**src/rtl/prog_sync_pkg.sv**
```systemverilog
package prog_sync_pkg;

   typedef enum logic [3:0] {
      ST_IDLE,
      ST_LOW,
      ST_PULSE,
      ST_WAIT,
      ST_ISSUE,
      ST_XFER,
      ST_JUDGE,
      ST_SLIP_HI,
      ST_SLIP_LO,
      ST_END
   } seq_state_e;

   localparam int unsigned ENABLE_LEN = 4;
   localparam int unsigned ECHO_IDX   = 2;
   localparam logic [7:0]  ECHO_EXPECT = 8'h53;

   function automatic logic [7:0] enable_byte(input logic [1:0] idx);
      case (idx)
         2'd0:    enable_byte = 8'hAC;
         2'd1:    enable_byte = 8'h53;
         default: enable_byte = 8'h00;
      endcase
   endfunction

   function automatic int unsigned max3(input int unsigned a, input int unsigned b,
                                        input int unsigned c);
      int unsigned m;
      m = (a > b) ? a : b;
      max3 = (m > c) ? m : c;
   endfunction

endpackage

```
**src/rtl/pss_timer.sv**
```systemverilog
module pss_timer #(
   parameter int unsigned TW = 8
) (
   input  logic          clk,
   input  logic          rst_n,
   input  logic          run,
   input  logic [TW-1:0] limit,
   output logic          hit
);
   logic [TW-1:0] cnt;

   assign hit = run && (cnt == limit - TW'(1));

   always_ff @(posedge clk or negedge rst_n) begin
      if (!rst_n)
         cnt <= '0;
      else if (!run || hit)
         cnt <= '0;
      else
         cnt <= cnt + TW'(1);
   end
endmodule

```
**src/rtl/pss_byte_ctr.sv**
```systemverilog
module pss_byte_ctr #(
   parameter int unsigned LEN = 4,
   localparam int unsigned IW = (LEN > 1) ? $clog2(LEN) : 1
) (
   input  logic          clk,
   input  logic          rst_n,
   input  logic          clr,
   input  logic          inc,
   output logic [IW-1:0] idx,
   output logic          last
);
   assign last = (idx == IW'(LEN - 1));

   always_ff @(posedge clk or negedge rst_n) begin
      if (!rst_n)
         idx <= '0;
      else if (clr)
         idx <= '0;
      else if (inc)
         idx <= last ? '0 : idx + IW'(1);
   end
endmodule

```
**src/rtl/pss_echo.sv**
```systemverilog
module pss_echo #(
   parameter int unsigned IW       = 2,
   parameter int unsigned CAP_IDX  = 2,
   parameter logic [7:0]  EXPECT   = 8'h53
) (
   input  logic          clk,
   input  logic          rst_n,
   input  logic          clr,
   input  logic          strobe,
   input  logic [IW-1:0] idx,
   input  logic [7:0]    rx,
   output logic          match
);
   always_ff @(posedge clk or negedge rst_n) begin
      if (!rst_n)
         match <= 1'b0;
      else if (clr)
         match <= 1'b0;
      else if (strobe && idx == IW'(CAP_IDX))
         match <= (rx == EXPECT);
   end
endmodule

```
**src/rtl/pss_tries.sv**
```systemverilog
module pss_tries #(
   parameter int unsigned MAX = 32,
   localparam int unsigned CW = $clog2(MAX + 1)
) (
   input  logic clk,
   input  logic rst_n,
   input  logic clr,
   input  logic inc,
   output logic last
);
   logic [CW-1:0] cnt;

   assign last = (cnt == CW'(MAX - 1));

   always_ff @(posedge clk or negedge rst_n) begin
      if (!rst_n)
         cnt <= '0;
      else if (clr)
         cnt <= '0;
      else if (inc && !last)
         cnt <= cnt + CW'(1);
   end
endmodule

```
**src/rtl/prog_sync_seq.sv**
```systemverilog
module prog_sync_seq
   import prog_sync_pkg::*;
#(
   parameter int unsigned PWRUP_CYC     = 2_000_000,
   parameter int unsigned RST_PULSE_CYC = 4,
   parameter int unsigned SLIP_CYC      = 4,
   parameter int unsigned MAX_TRIES     = 32,
   parameter bit          PULSE_EN      = 1'b1
) (
   input  logic       clk,
   input  logic       rst_n,
   input  logic       start_req,
   output logic       tgt_rst,
   output logic       seq_sck,
   output logic       shift_start,
   output logic [7:0] shift_tx,
   input  logic [7:0] shift_rx,
   input  logic       shift_done,
   output logic       done,
   output logic       sync_ok,
   output logic       no_device
);
   localparam int unsigned LONGEST = max3(PWRUP_CYC, RST_PULSE_CYC, SLIP_CYC);
   localparam int unsigned TW      = $clog2(LONGEST + 1);
   localparam int unsigned IW      = $clog2(ENABLE_LEN);

   if (PWRUP_CYC < 1)     begin : g_bad_pwrup  $error("PWRUP_CYC must be at least 1");     end
   if (RST_PULSE_CYC < 2) begin : g_bad_pulse  $error("RST_PULSE_CYC must be at least 2"); end
   if (SLIP_CYC < 1)      begin : g_bad_slip   $error("SLIP_CYC must be at least 1");      end
   if (MAX_TRIES < 1)     begin : g_bad_tries  $error("MAX_TRIES must be at least 1");     end

   seq_state_e    st, st_nx, after_low;
   logic          t_run, t_hit;
   logic [TW-1:0] t_limit;
   logic [IW-1:0] bidx;
   logic          blast;
   logic          echo_ok, tries_last;
   logic          idle_like, begin_sess, byte_fin;

   assign idle_like  = (st == ST_IDLE) || (st == ST_END);
   assign begin_sess = idle_like && start_req;
   assign byte_fin   = (st == ST_XFER) && shift_done;

   if (PULSE_EN) begin : g_pulse
      assign after_low = ST_PULSE;
      assign tgt_rst   = (st == ST_PULSE);
   end else begin : g_nopulse
      assign after_low = ST_WAIT;
      assign tgt_rst   = 1'b0;
   end

   always_comb begin
      t_run   = 1'b1;
      t_limit = TW'(1);
      case (st)
         ST_PULSE:              t_limit = TW'(RST_PULSE_CYC);
         ST_WAIT:               t_limit = TW'(PWRUP_CYC);
         ST_SLIP_HI, ST_SLIP_LO: t_limit = TW'(SLIP_CYC);
         default:               t_run   = 1'b0;
      endcase
   end

   pss_timer #(.TW(TW)) i_timer (
      .clk(clk), .rst_n(rst_n), .run(t_run), .limit(t_limit), .hit(t_hit)
   );

   pss_byte_ctr #(.LEN(ENABLE_LEN)) i_bytes (
      .clk(clk), .rst_n(rst_n),
      .clr(st == ST_LOW), .inc(byte_fin),
      .idx(bidx), .last(blast)
   );

   pss_echo #(.IW(IW), .CAP_IDX(ECHO_IDX), .EXPECT(ECHO_EXPECT)) i_echo (
      .clk(clk), .rst_n(rst_n),
      .clr(st == ST_LOW), .strobe(byte_fin),
      .idx(bidx), .rx(shift_rx), .match(echo_ok)
   );

   pss_tries #(.MAX(MAX_TRIES)) i_tries (
      .clk(clk), .rst_n(rst_n),
      .clr(st == ST_LOW), .inc((st == ST_JUDGE) && !echo_ok),
      .last(tries_last)
   );

   always_comb begin
      st_nx = st;
      case (st)
         ST_IDLE, ST_END: if (start_req) st_nx = ST_LOW;
         ST_LOW:          st_nx = after_low;
         ST_PULSE:        if (t_hit) st_nx = ST_WAIT;
         ST_WAIT:         if (t_hit) st_nx = ST_ISSUE;
         ST_ISSUE:        st_nx = ST_XFER;
         ST_XFER:         if (shift_done) st_nx = blast ? ST_JUDGE : ST_ISSUE;
         ST_JUDGE:        st_nx = (echo_ok || tries_last) ? ST_END : ST_SLIP_HI;
         ST_SLIP_HI:      if (t_hit) st_nx = ST_SLIP_LO;
         ST_SLIP_LO:      if (t_hit) st_nx = ST_ISSUE;
         default:         st_nx = ST_IDLE;
      endcase
   end

   always_ff @(posedge clk or negedge rst_n) begin
      if (!rst_n)
         st <= ST_IDLE;
      else
         st <= st_nx;
   end

   always_ff @(posedge clk or negedge rst_n) begin
      if (!rst_n) begin
         done      <= 1'b0;
         sync_ok   <= 1'b0;
         no_device <= 1'b0;
      end else if (begin_sess) begin
         done      <= 1'b0;
         sync_ok   <= 1'b0;
         no_device <= 1'b0;
      end else if (st == ST_JUDGE) begin
         done      <= echo_ok || tries_last;
         sync_ok   <= echo_ok;
         no_device <= !echo_ok && tries_last;
      end
   end

   assign seq_sck     = (st == ST_SLIP_HI);
   assign shift_start = (st == ST_ISSUE);
   assign shift_tx    = enable_byte(bidx);

endmodule

```
**config.mk**
```make
export PLATFORM = sky130hd
export DESIGN_NAME = prog_sync_seq
export DESIGN_NICKNAME = d
export VERILOG_FILES = /design/src/rtl/prog_sync_pkg.sv /design/src/rtl/pss_timer.sv /design/src/rtl/pss_byte_ctr.sv /design/src/rtl/pss_echo.sv /design/src/rtl/pss_tries.sv /design/src/rtl/prog_sync_seq.sv
export SDC_FILE = /design/constraint.sdc
export NUM_CORES = 1
export LEC_CHECK = 0
export ABC_CLOCK_PERIOD_IN_PS = 5370
export BUFFER_PORTS_ARGS = -buffer_cell sky130_fd_sc_hd__clkbuf_2
export CORE_MARGIN = 2
export CORE_UTILIZATION = 48
export CTS_BUF_LIST = sky130_fd_sc_hd__clkbuf_4 sky130_fd_sc_hd__clkbuf_8
export DETAILED_ROUTE_END_ITERATION = 7
export PLACE_DENSITY = 0.73
export SETUP_SLACK_MARGIN = 0.1
export SYNTH_ARGS = -nofsm -noshare
export SYNTH_HDL_FRONTEND = slang
export SYNTH_SLANG_ARGS = --single-unit
```
**constraint.sdc**
```tcl
create_clock -name clk -period 5.37 [get_ports clk]
set_input_delay 1.611 -clock clk [delete_from_list [all_inputs] [get_ports clk]]
set_output_delay 1.611 -clock clk [all_outputs]
set_load 0.02 [all_outputs]
```
Word level (Yosys, flattened, before mapping)
Cells that the tools add are included.
{ "word_totals": {"regBits": 37, "mem_bits_ro": 0, "mem_count": 0, "ramBits": 0, "word_cells": 81, "in_bits": 12, "latch_bits": 0, "out_inout_bits": 14} }
{ "classes": {"shifts": 0, "n_mux": 25, "n_eq_ne": 20, "order_cmp": 0, "addsub": 4, "n_mul": 0, "n_reduce_logical": 24, "bitwise": 0, "n_div": 0} }
{ "ops": {"columns": ["operator", "n"], "rows": [
  ["$pmux W21 S2", 1],
  ["$pmux W4 S8", 1],
  ["$mux W4", 6],
  ["$add A21 B1 Y21 const B", 1],
  ["$eq A21 B21 Y1", 1],
  ["$mux W21", 1],
  ["$sub A21 B1 Y21 const B", 1],
  ["$eq A4 B3 Y1 const B", 4],
  ["$pmux W8 S2", 1],
  ["$mux W6", 2],
  ["$mux W1", 9],
  ["$eq A4 B2 Y1 const B", 2],
  ["$eq A4 B4 Y1 const B", 2],
  ["$eq A8 B7 Y1 const B", 1],
  ["$mux W2", 4],
  ["$reduce_bool A2 Y1", 4],
  ["$logic_and A1 B1 Y1", 7],
  ["$add A6 B1 Y6 const B", 1],
  ["$eq A6 B5 Y1 const B", 1],
  ["$ne A2 B1 Y1 const B", 3],
  ["$reduce_and A5 Y1", 1],
  ["$eq A2 B2 Y1 const B", 2],
  ["$eq A4 B1 Y1 const B", 1],
  ["$logic_not A4 Y1", 1],
  ["9 further kinds", 15]
]} }

Longest topological paths before layout
Gate-level depths: netlist of the first run.
{ "logic_depth": {"depth_word": 8, "mapped_depth": 7, "depth_no_buf": 6} }

Cells and area by module
From an unflattened synthesis of the first run, not the netlist that was laid out.
{ "unflattened": {"hier_cells": 349, "area_unflattened_um2": 3061.7} }
{ "modules_own_cells": {"columns": ["module", "cells_per_inst", "area_each_um2", "seq_area_each_um2", "instances"], "rows": [
  ["pss_timer", 212, 1831.8, 525.5, 1],
  ["prog_sync_seq", 83, 669.4, 175.2, 1],
  ["pss_tries", 39, 370.4, 150.1, 1],
  ["pss_byte_ctr", 8, 100.1, 50.0, 1],
  ["pss_echo", 7, 90.1, 25.0, 1]
]} }

Least setup slack after synthesis of the first run
No wires, ideal clock.
{ "synth_timing": {"path_kind": "register to output", "start": "register st[3]", "end": "output port shift_start", "required_ns": 3.759, "path_stages_with_launch": 5, "arrival_ns": 1.183, "path_buffers": 1, "setup_slack_ns": 2.576, "path_cell_list": "dfrtp_1 buf_6 inv_1 nand2_1 nor3_1"} }
{ "synth_between": {"elab_chain_len": 1} }
{ "synth_lines": {"columns": ["element", "line_no", "source"], "rows": [
  ["start, declared", "prog_sync_seq.sv:32", "seq_state_e st, st_nx, after_low;"],
  ["start signal, assigned", "prog_sync_seq.sv:105", "st <= st_nx;"],
  ["$eq A4 B3 Y1", "prog_sync_seq.sv:125", "assign shift_start = (st == ST_ISSUE);"],
  ["end, declared", "prog_sync_seq.sv:15", "output logic shift_start,"]
]} }
No other way between the ends.

Worst setup path after layout of the first run
Ends and elaborated chain as after synthesis.

==> key figures, run 1 <==
Power
  • Comb power frac: 41.4%
  • Switching part of the total power: 39.9%
  • Leakage: 0.00106 uW
  • Psw: 397 uW
  • Pwr Density: 414 nW/um^2
  • Clock power share: 21.1%
  • Worst VDD drop: 0.253 mV
  • Int Pwr: 598 uW
  • Reg power frac: 37.4%
  • Total power: 995 uW

Setup path
  • Element type at the critical path start: flip-flop
  • CP max FO: 16
  • Critical path origin: st[3]$_DFFE_PN0P_
  • Setup CP Type: reg -> out
  • Critical Path RT: 3760 ps
  • Flop2flop setup slack: 3240 ps
  • Cell family with most CP delay: flip-flops
  • RR Endpoint: i_tries.cnt[5]$_DFFE_PN0P_
  • Cell count along the critical path: 4
  • Worst path buffer plus inverter count: 2
  • Crit path to: shift_start
  • Crit-path slowest cell: dfrtp_1
  • CP peak stage delay: 550 ps
  • Crit path DAT: 1510 ps
  • CP Capture Type: output port
  • Reg2reg path depth: 5
  • Worst r2r src: st[3]$_DFFE_PN0P_
  • Worst path cell trace: inv_1 > nand2_1 > nor3_1 > clkbuf_2

Logic synthesis
  • Distinct cells, synth: 52
  • Mean Syn Cell Area: 9.77 um^2
  • Synth area leader: dfrtp_1
  • Seq/Total Area, Yosys: 41.2%
  • Cell count after synthesis: 230
  • Cell with the most instances after synthesis: nor2_1
  • Post-synth EDFFs: 0
  • Post-synth top area share: 41.2%
  • Post-synth ARST share: 100%
  • Syn_nets: 248
  • Main synth FF type: dfrtp_1
  • FF+latch count, synth: 37
  • Main area contributors after synthesis: dfrtp_1 (41%), nor2_1 (7.2%), xor2_1 (5.5%)
  • Most instantiated cells after synthesis: nor2_1 (43), dfrtp_1 (37), nand2_1 (14), xor2_1 (14), xnor2_1 (11)
  • Post-Synthesis Cell Area: 2250 um^2
  • Yosys warns: 0

Clock network
  • H-tree levels: 2
  • Post-CTS Repair Setup Buffers: 0
  • CTS root buf: clkbuf_8
  • Cts bufs inserted: 5
  • Clock buffer depth: 2
  • Worst-Skew Late Latency: 280 ps
  • Clk sinks: 37
  • CTS tree: yes
  • Clock-pin slew on the worst setup and hold paths: 70 ps
  • Post_cts resized: 0
  • Cts hold-fix bufs: 0

Global routing
  • Vias in the first global route: 1,539
  • First-pass GRT wire length: 6960 um
  • Initial antenna violation count: 0
  • Grt total ovfl: 0
  • Gr usage total: 16.9%
  • Largest net degree at the start of global routing: 38

Place
  • PortBufs: 25
  • Place WS: 2490 ps
  • Inst Count DP: 292
  • Final HPWL DP: 2850 um
  • RD Place Congestion: 0.830

Timing
  • Final Critical Period: 3120 ps
  • F_max: 320 MHz
  • Max-slew violations: 0
  • Setup tns final: 0 ps
  • Worst-Margin Slew: 920 ps
  • RSZ-0062 raised after global routing: no
  • Final Hold Fails: 0
  • Final setup margin: 2250 ps
  • Setup violators final: 0
  • Rel. slew slack: 38.7%
  • Clock skew: 5.25 ps
  • Fin crit share: 58.1%

Die
  • Rows: 24
  • Core area: 4440 um^2
  • DIE AREA: 5240 um^2
  • Die H: 72.4 um
  • IO Pins: 26
  • Die W: 72.4 um
  • Initial Utilization: 50.6%

Cells and area
  • Final Util: 54.0%
  • Synthesis-to-finish area growth: 6.85%
  • ANT cells: 0
  • Fin nets: 265
  • Fraction of layout cells with a size suffix above 1: 19.4%
  • Post-layout instance count excluding filler cells: 300

Route
  • Vias/cell: 5.52
  • DRC Markers: 0
  • Vias: 1,656
  • TritonRoute pass-1 iters: 5
  • DR iter-0 viols: 79
  • Post-route ant nets: 0
  • Avg WL per Cell: 13.3 um
  • Final WL: 4000 um

Worst hold path
  • Hold Crit Class: reg -> reg

Run status
  • Status: completed

Job
  • Max cap viols: 0
-- routing by layer --
layer	vias up	share of wire, %	track usage (%)	wire, um
li1	833	-	-	-
met1	782	48	21.8	1900
met2	37	47	28.6	1880
met3	4	4.5	3.47	181
met4	0	0.95	5.56	38
met5	-	0	0	0
-- power by group through the flow --
| stage | Sequential, uW | Clock [uW] | Combinational [uW] |
|---|---|---|---|
| detailed placement | 377 | 0 | 415 |
| finish | 372 | 210 | 412 |
| floorplan | 344 | 0 | 427 |
| global placement | 376 | 0 | 410 |
| global route | 382 | 228 | 456 |
| CTS | 372 | 218 | 418 |
-- sequential cells by signal (all words and copies together) (netlist names) --
| name | cells |
|---|---|
| sync_ok | 1 |
| no_device | 1 |
| i_echo.match | 1 |
| i_tries.cnt | 6 |
| i_timer.cnt | 21 |
| st | 4 |
| done | 1 |
| i_bytes.idx | 2 |
-- final cells by class --
type	instances	area (um^2)
clock buffer	7	96.3
clock inverter	1	5.00
fill	418	2040
inverter	10	37.5
multi-input combinational	168	1150
sequential	37	926
tap	52	65.1
timing repair buffer	25	125
-- cells by family after synthesis --
family	synth area share, %
buf+inv	7.79
mux	3.12
fa+ha+maj	3.34
simple gates	25.8
xor+xnor	9.74
compound gates	8.96
flops	41.2
-- placed cells by master, fill, tap and decap left out, types with 2 or more instances in the layout --
master,synthesis,routed
and4_1,3,3
nor4_1,6,6
dfrtp_1,37,37
inv_1,10,10
xor2_1,14,14
xnor2_1,11,11
o21ai_0,3,3
nor4b_1,2,2
ha_1,6,6
nand4_1,9,9
clkbuf_2,1,25
mux2i_1,4,4
nor2_1,43,43
or4_4,2,2
nand3_1,10,10
clkbuf_8,2,7
mux2_4,2,2
a211oi_1,2,2
a21oi_1,2,2
nor3_1,2,2
a31oi_1,3,3
nand4bb_1,2,2
and2_1,2,2
and4_2,2,2
nand2_1,14,14
-- how the worst min path moves through the flow --
stage,start,to,depth (start not counted)
floorplan,i_timer.cnt[0]$_DFF_PN0_,i_timer.cnt[0]$_DFF_PN0_,1
global placement,i_timer.cnt[0]$_DFF_PN0_,i_timer.cnt[0]$_DFF_PN0_,1
detailed placement,i_timer.cnt[0]$_DFF_PN0_,i_timer.cnt[0]$_DFF_PN0_,1
CTS,i_timer.cnt[0]$_DFF_PN0_,i_timer.cnt[0]$_DFF_PN0_,1
global route,i_timer.cnt[0]$_DFF_PN0_,i_timer.cnt[0]$_DFF_PN0_,1
finish,i_timer.cnt[0]$_DFF_PN0_,i_timer.cnt[0]$_DFF_PN0_,1
-- stage by stage --
| stage | cell area (um^2) | hold WS (ps) |
|---|---|---|
| 5_1_grt | 2400 | 527 |
| 3_3_place_gp | 2300 | 466 |
| 6_report | 2400 | 483 |
| 3_5_place_dp | 2300 | 478 |
| 4_1_cts | 2400 | 487 |
| 2_1_floorplan | 2250 | 443 |
No activity file was read; power rests on OpenSTA's default activity.
==> inputs of run 2 (changes only) <==
--- a/config.mk
+++ b/config.mk
@@ -5,13 +5,14 @@
 export SDC_FILE = /design/constraint.sdc
 export NUM_CORES = 1
 export LEC_CHECK = 0
-export ABC_CLOCK_PERIOD_IN_PS = 5370
+export ABC_AREA = 1
+export ABC_CLOCK_PERIOD_IN_PS = 2530
 export BUFFER_PORTS_ARGS = -buffer_cell sky130_fd_sc_hd__clkbuf_2
 export CORE_MARGIN = 2
 export CORE_UTILIZATION = 48
 export CTS_BUF_LIST = sky130_fd_sc_hd__clkbuf_4 sky130_fd_sc_hd__clkbuf_8
 export DETAILED_ROUTE_END_ITERATION = 7
-export PLACE_DENSITY = 0.73
+export PLACE_DENSITY = 0.75
 export SETUP_SLACK_MARGIN = 0.1
 export SYNTH_ARGS = -nofsm -noshare
 export SYNTH_HDL_FRONTEND = slang
==> constraint.sdc (replaced) <==
create_clock -name clk -period 2.53 [get_ports clk]
set_input_delay 0.759 -clock clk [delete_from_list [all_inputs] [get_ports clk]]
set_output_delay 0.759 -clock clk [all_outputs]
set_load 0.02 [all_outputs]
==> key figures, run 2 <==
Die
  • DIE AREA: 5370 um^2 (+2.4%)
  • Die H: 73.3 um (+1.2%)
  • IO Pins: 26 (unchanged)
  • Rows: 25 (+4.2%)
  • Initial Utilization: 49.4% (-1.1 points)
  • Core area: 4660 um^2 (+4.9%)
  • Die W: 73.3 um (+1.2%)

Job
  • Max cap viols: 0 (unchanged)

Logic synthesis
  • Main synth FF type: dfrtp_1
  • Distinct cells, synth: 33 (-37%)
  • Cell count after synthesis: 307 (+33%)
  • Mean Syn Cell Area: 7.51 um^2 (-23%)
  • Post-synth top area share: 40.2% (-1.0 points)
  • Most instantiated cells after synthesis: nand2_1 (64), nor2_1 (54), dfrtp_1 (37)
  • Post-Synthesis Cell Area: 2300 um^2 (+2.6%)
  • Cell with the most instances after synthesis: nand2_1
  • FF+latch count, synth: 37 (unchanged)
  • Post-synth EDFFs: 0 (unchanged)
  • Post-synth ARST share: 100% (unchanged)
  • Seq/Total Area, Yosys: 40.2% (-1.0 points)
  • Main area contributors after synthesis: dfrtp_1 (40%), nand2_1 (10%), nor2_1 (8.8%)
  • Yosys warns: 0 (unchanged)
  • Synth area leader: dfrtp_1
  • Syn_nets: 325 (+31%)

Setup path
  • Setup CP Type: reg -> out
  • Crit path DAT: 1380 ps (-130 ps)
  • Element type at the critical path start: flip-flop
  • Cell family with most CP delay: flip-flops
  • CP Capture Type: output port
  • Crit path to: tgt_rst
  • Flop2flop setup slack: 810 ps (-2430 ps)
  • Reg2reg path depth: 8 (+3)
  • RR Endpoint: i_timer.cnt[2]$_DFF_PN0_
  • Worst path cell trace: inv_2 > nand2_2 > nor3_2 > clkbuf_2
  • CP peak stage delay: 470 ps (-80 ps)
  • CP max FO: 6 (-10)
  • Critical Path RT: 1770 ps (-1990 ps)
  • Worst path buffer plus inverter count: 2 (unchanged)
  • Cell count along the critical path: 4 (unchanged)
  • Worst r2r src: st[3]$_DFFE_PN0P_
  • Critical path origin: st[3]$_DFFE_PN0P_
  • Crit-path slowest cell: dfrtp_1

Timing
  • Rel. slew slack: 65.8% (+27 points)
  • Final setup margin: 389 ps (-1860 ps)
  • Setup violators final: 0 (unchanged)
  • Max-slew violations: 0 (unchanged)
  • Final Critical Period: 2140 ps
  • Final Hold Fails: 0 (unchanged)
  • Setup tns final: 0 ps (unchanged)
  • RSZ-0062 raised after global routing: no
  • F_max: 467 MHz
  • Clock skew: 3.98 ps (-1.27 ps)
  • Fin crit share: 84.6%
  • Worst-Margin Slew: 513 ps (-407 ps)

Clock network
  • CTS tree: yes
  • Post-CTS Repair Setup Buffers: 0 (unchanged)
  • Clock-pin slew on the worst setup and hold paths: 70 ps (about the same)
  • Worst-Skew Late Latency: 290 ps (about the same)
  • Cts hold-fix bufs: 0 (unchanged)
  • Cts bufs inserted: 5 (unchanged)
  • Clk sinks: 37 (unchanged)
  • CTS root buf: clkbuf_8
  • Clock buffer depth: 2 (unchanged)
  • Post_cts resized: 0 (unchanged)
  • H-tree levels: 2 (unchanged)

Cells and area
  • # fillers: 430 (+2.9%)
  • Commonest cells after routing, fill and taps aside: nand2_1 (64), nor2_1 (54), dfrtp_1 (37)
  • Most common cell after layout, fill and taps aside: nand2_1
  • ANT cells: 0 (unchanged)
  • Synthesis-to-finish area growth: 10.4%
  • Fraction of layout cells with a size suffix above 1: 19.2% (-0.14 points)
  • Reg area: 926 um^2 (unchanged)
  • Fin nets: 351 (+32%)
  • Max reg flops: 21 (unchanged)
  • Top flop regs: i_timer.cnt x21, i_tries.cnt x6, st x4
  • Area of the multi-input gates: 1160 um^2 (+1.1%)
  • Most flops, register: i_timer.cnt

Route
  • DR iter-0 viols: 155 (+96%)
  • Vias: 2,040 (+23%)
  • Vias/cell: 5.27 (-4.5%)
  • Final WL: 4560 um (+14%)
  • DRC Markers: 0 (unchanged)
  • Avg WL per Cell: 11.8 um (-12%)
  • TritonRoute pass-1 iters: 5 (unchanged)
  • Post-route ant nets: 0 (unchanged)

Global routing
  • Largest net degree at the start of global routing: 21 (-45%)
  • First-pass GRT wire length: 8150 um (+17%)
  • Initial antenna violation count: 0 (unchanged)
  • Grt total ovfl: 0 (unchanged)
  • Vias in the first global route: 1,909 (+24%)
  • Gr usage total: 19.6% (+2.7 points)

Worst hold path
  • Hold Crit Class: in -> async

Run status
  • Status: completed

Place
  • Final HPWL DP: 3610 um (+27%)
  • RD Place Congestion: 0.939 (+13%)
  • PortBufs: 25 (unchanged)
  • Place WS: 709 ps (-1780 ps)

Power
  • Worst VDD drop: 0.979 mV (+290%)
  • Leakage: 0.00118 uW (+11%)
  • Pwr Density: 835 nW/um^2 (+100%)
==> run 2: through the flow <==
step           instances  total power (uW)  hold slack (ps)  cell area [um^2]  util (%)
3_5_place_dp         380              1710              505              2450      52.6
2_1_floorplan        307              1550              463              2300         -
6_report             387              2120              428              2540      54.6
4_1_cts              387              2150              437              2540      54.6
3_3_place_gp         380              1690              484              2450      52.6
5_1_grt              387              2280              470              2540      54.6
==> run 2: layer usage <==
metal | share of wire [%] | GRT usage, % | up-vias | wire length [um]
li1 | - | - | 1031 | -
met1 | 44 | 24.2 | 931 | 2000
met2 | 48 | 32.9 | 65 | 2210
met3 | 5.3 | 4.25 | 13 | 241
met4 | 2.4 | 8.69 | 0 | 108
met5 | 0 | 0 | - | 0
==> run 2: cells by family after synthesis <==
logic type,after synthesis,synth area share [%]
fa+ha+maj,6,3.26
simple gates,183,38.5
compound gates,24,5.81
flops,37,40.2
xor+xnor,7,2.66
buf+inv,50,9.55
==> run 2: area by class of cell <==
| cell class | instances | share of cell area, % |
|---|---|---|
| Inverter | 41 | 6.05 |
| Clock buffer | 7 | 3.54 |
| Sequential cell | 37 | 36.4 |
| Timing Repair Buffer | 28 | 5.80 |
| Multi-Input combinational cell | 220 | 45.5 |
| Tap cell | 54 | 2.66 |
==> run 2: power breakdown <==
part           total, uW  leakage (uW)  internal, uW  switching (uW)
combinational        927      0.000622           276             651
sequential           768      0.000507           677            91.0
clock                428     0.0000477           227             201
total               2120       0.00118          1180             943
==> run 2: how the worst min path moves through the flow <==
stage	cells past startpoint	from	end	slack, ps
global placement	1	i_echo.match$_DFFE_PN0P_	no_device$_DFFE_PN0P_	480
CTS	1	rst_n	i_timer.cnt[4]$_DFF_PN0_	440
detailed placement	1	i_echo.match$_DFFE_PN0P_	no_device$_DFFE_PN0P_	500
global route	1	rst_n	st[0]$_DFFE_PN0P_	470
finish	1	rst_n	i_timer.cnt[1]$_DFF_PN0_	430
floorplan	0	rst_n	done$_DFFE_PN0P_	460
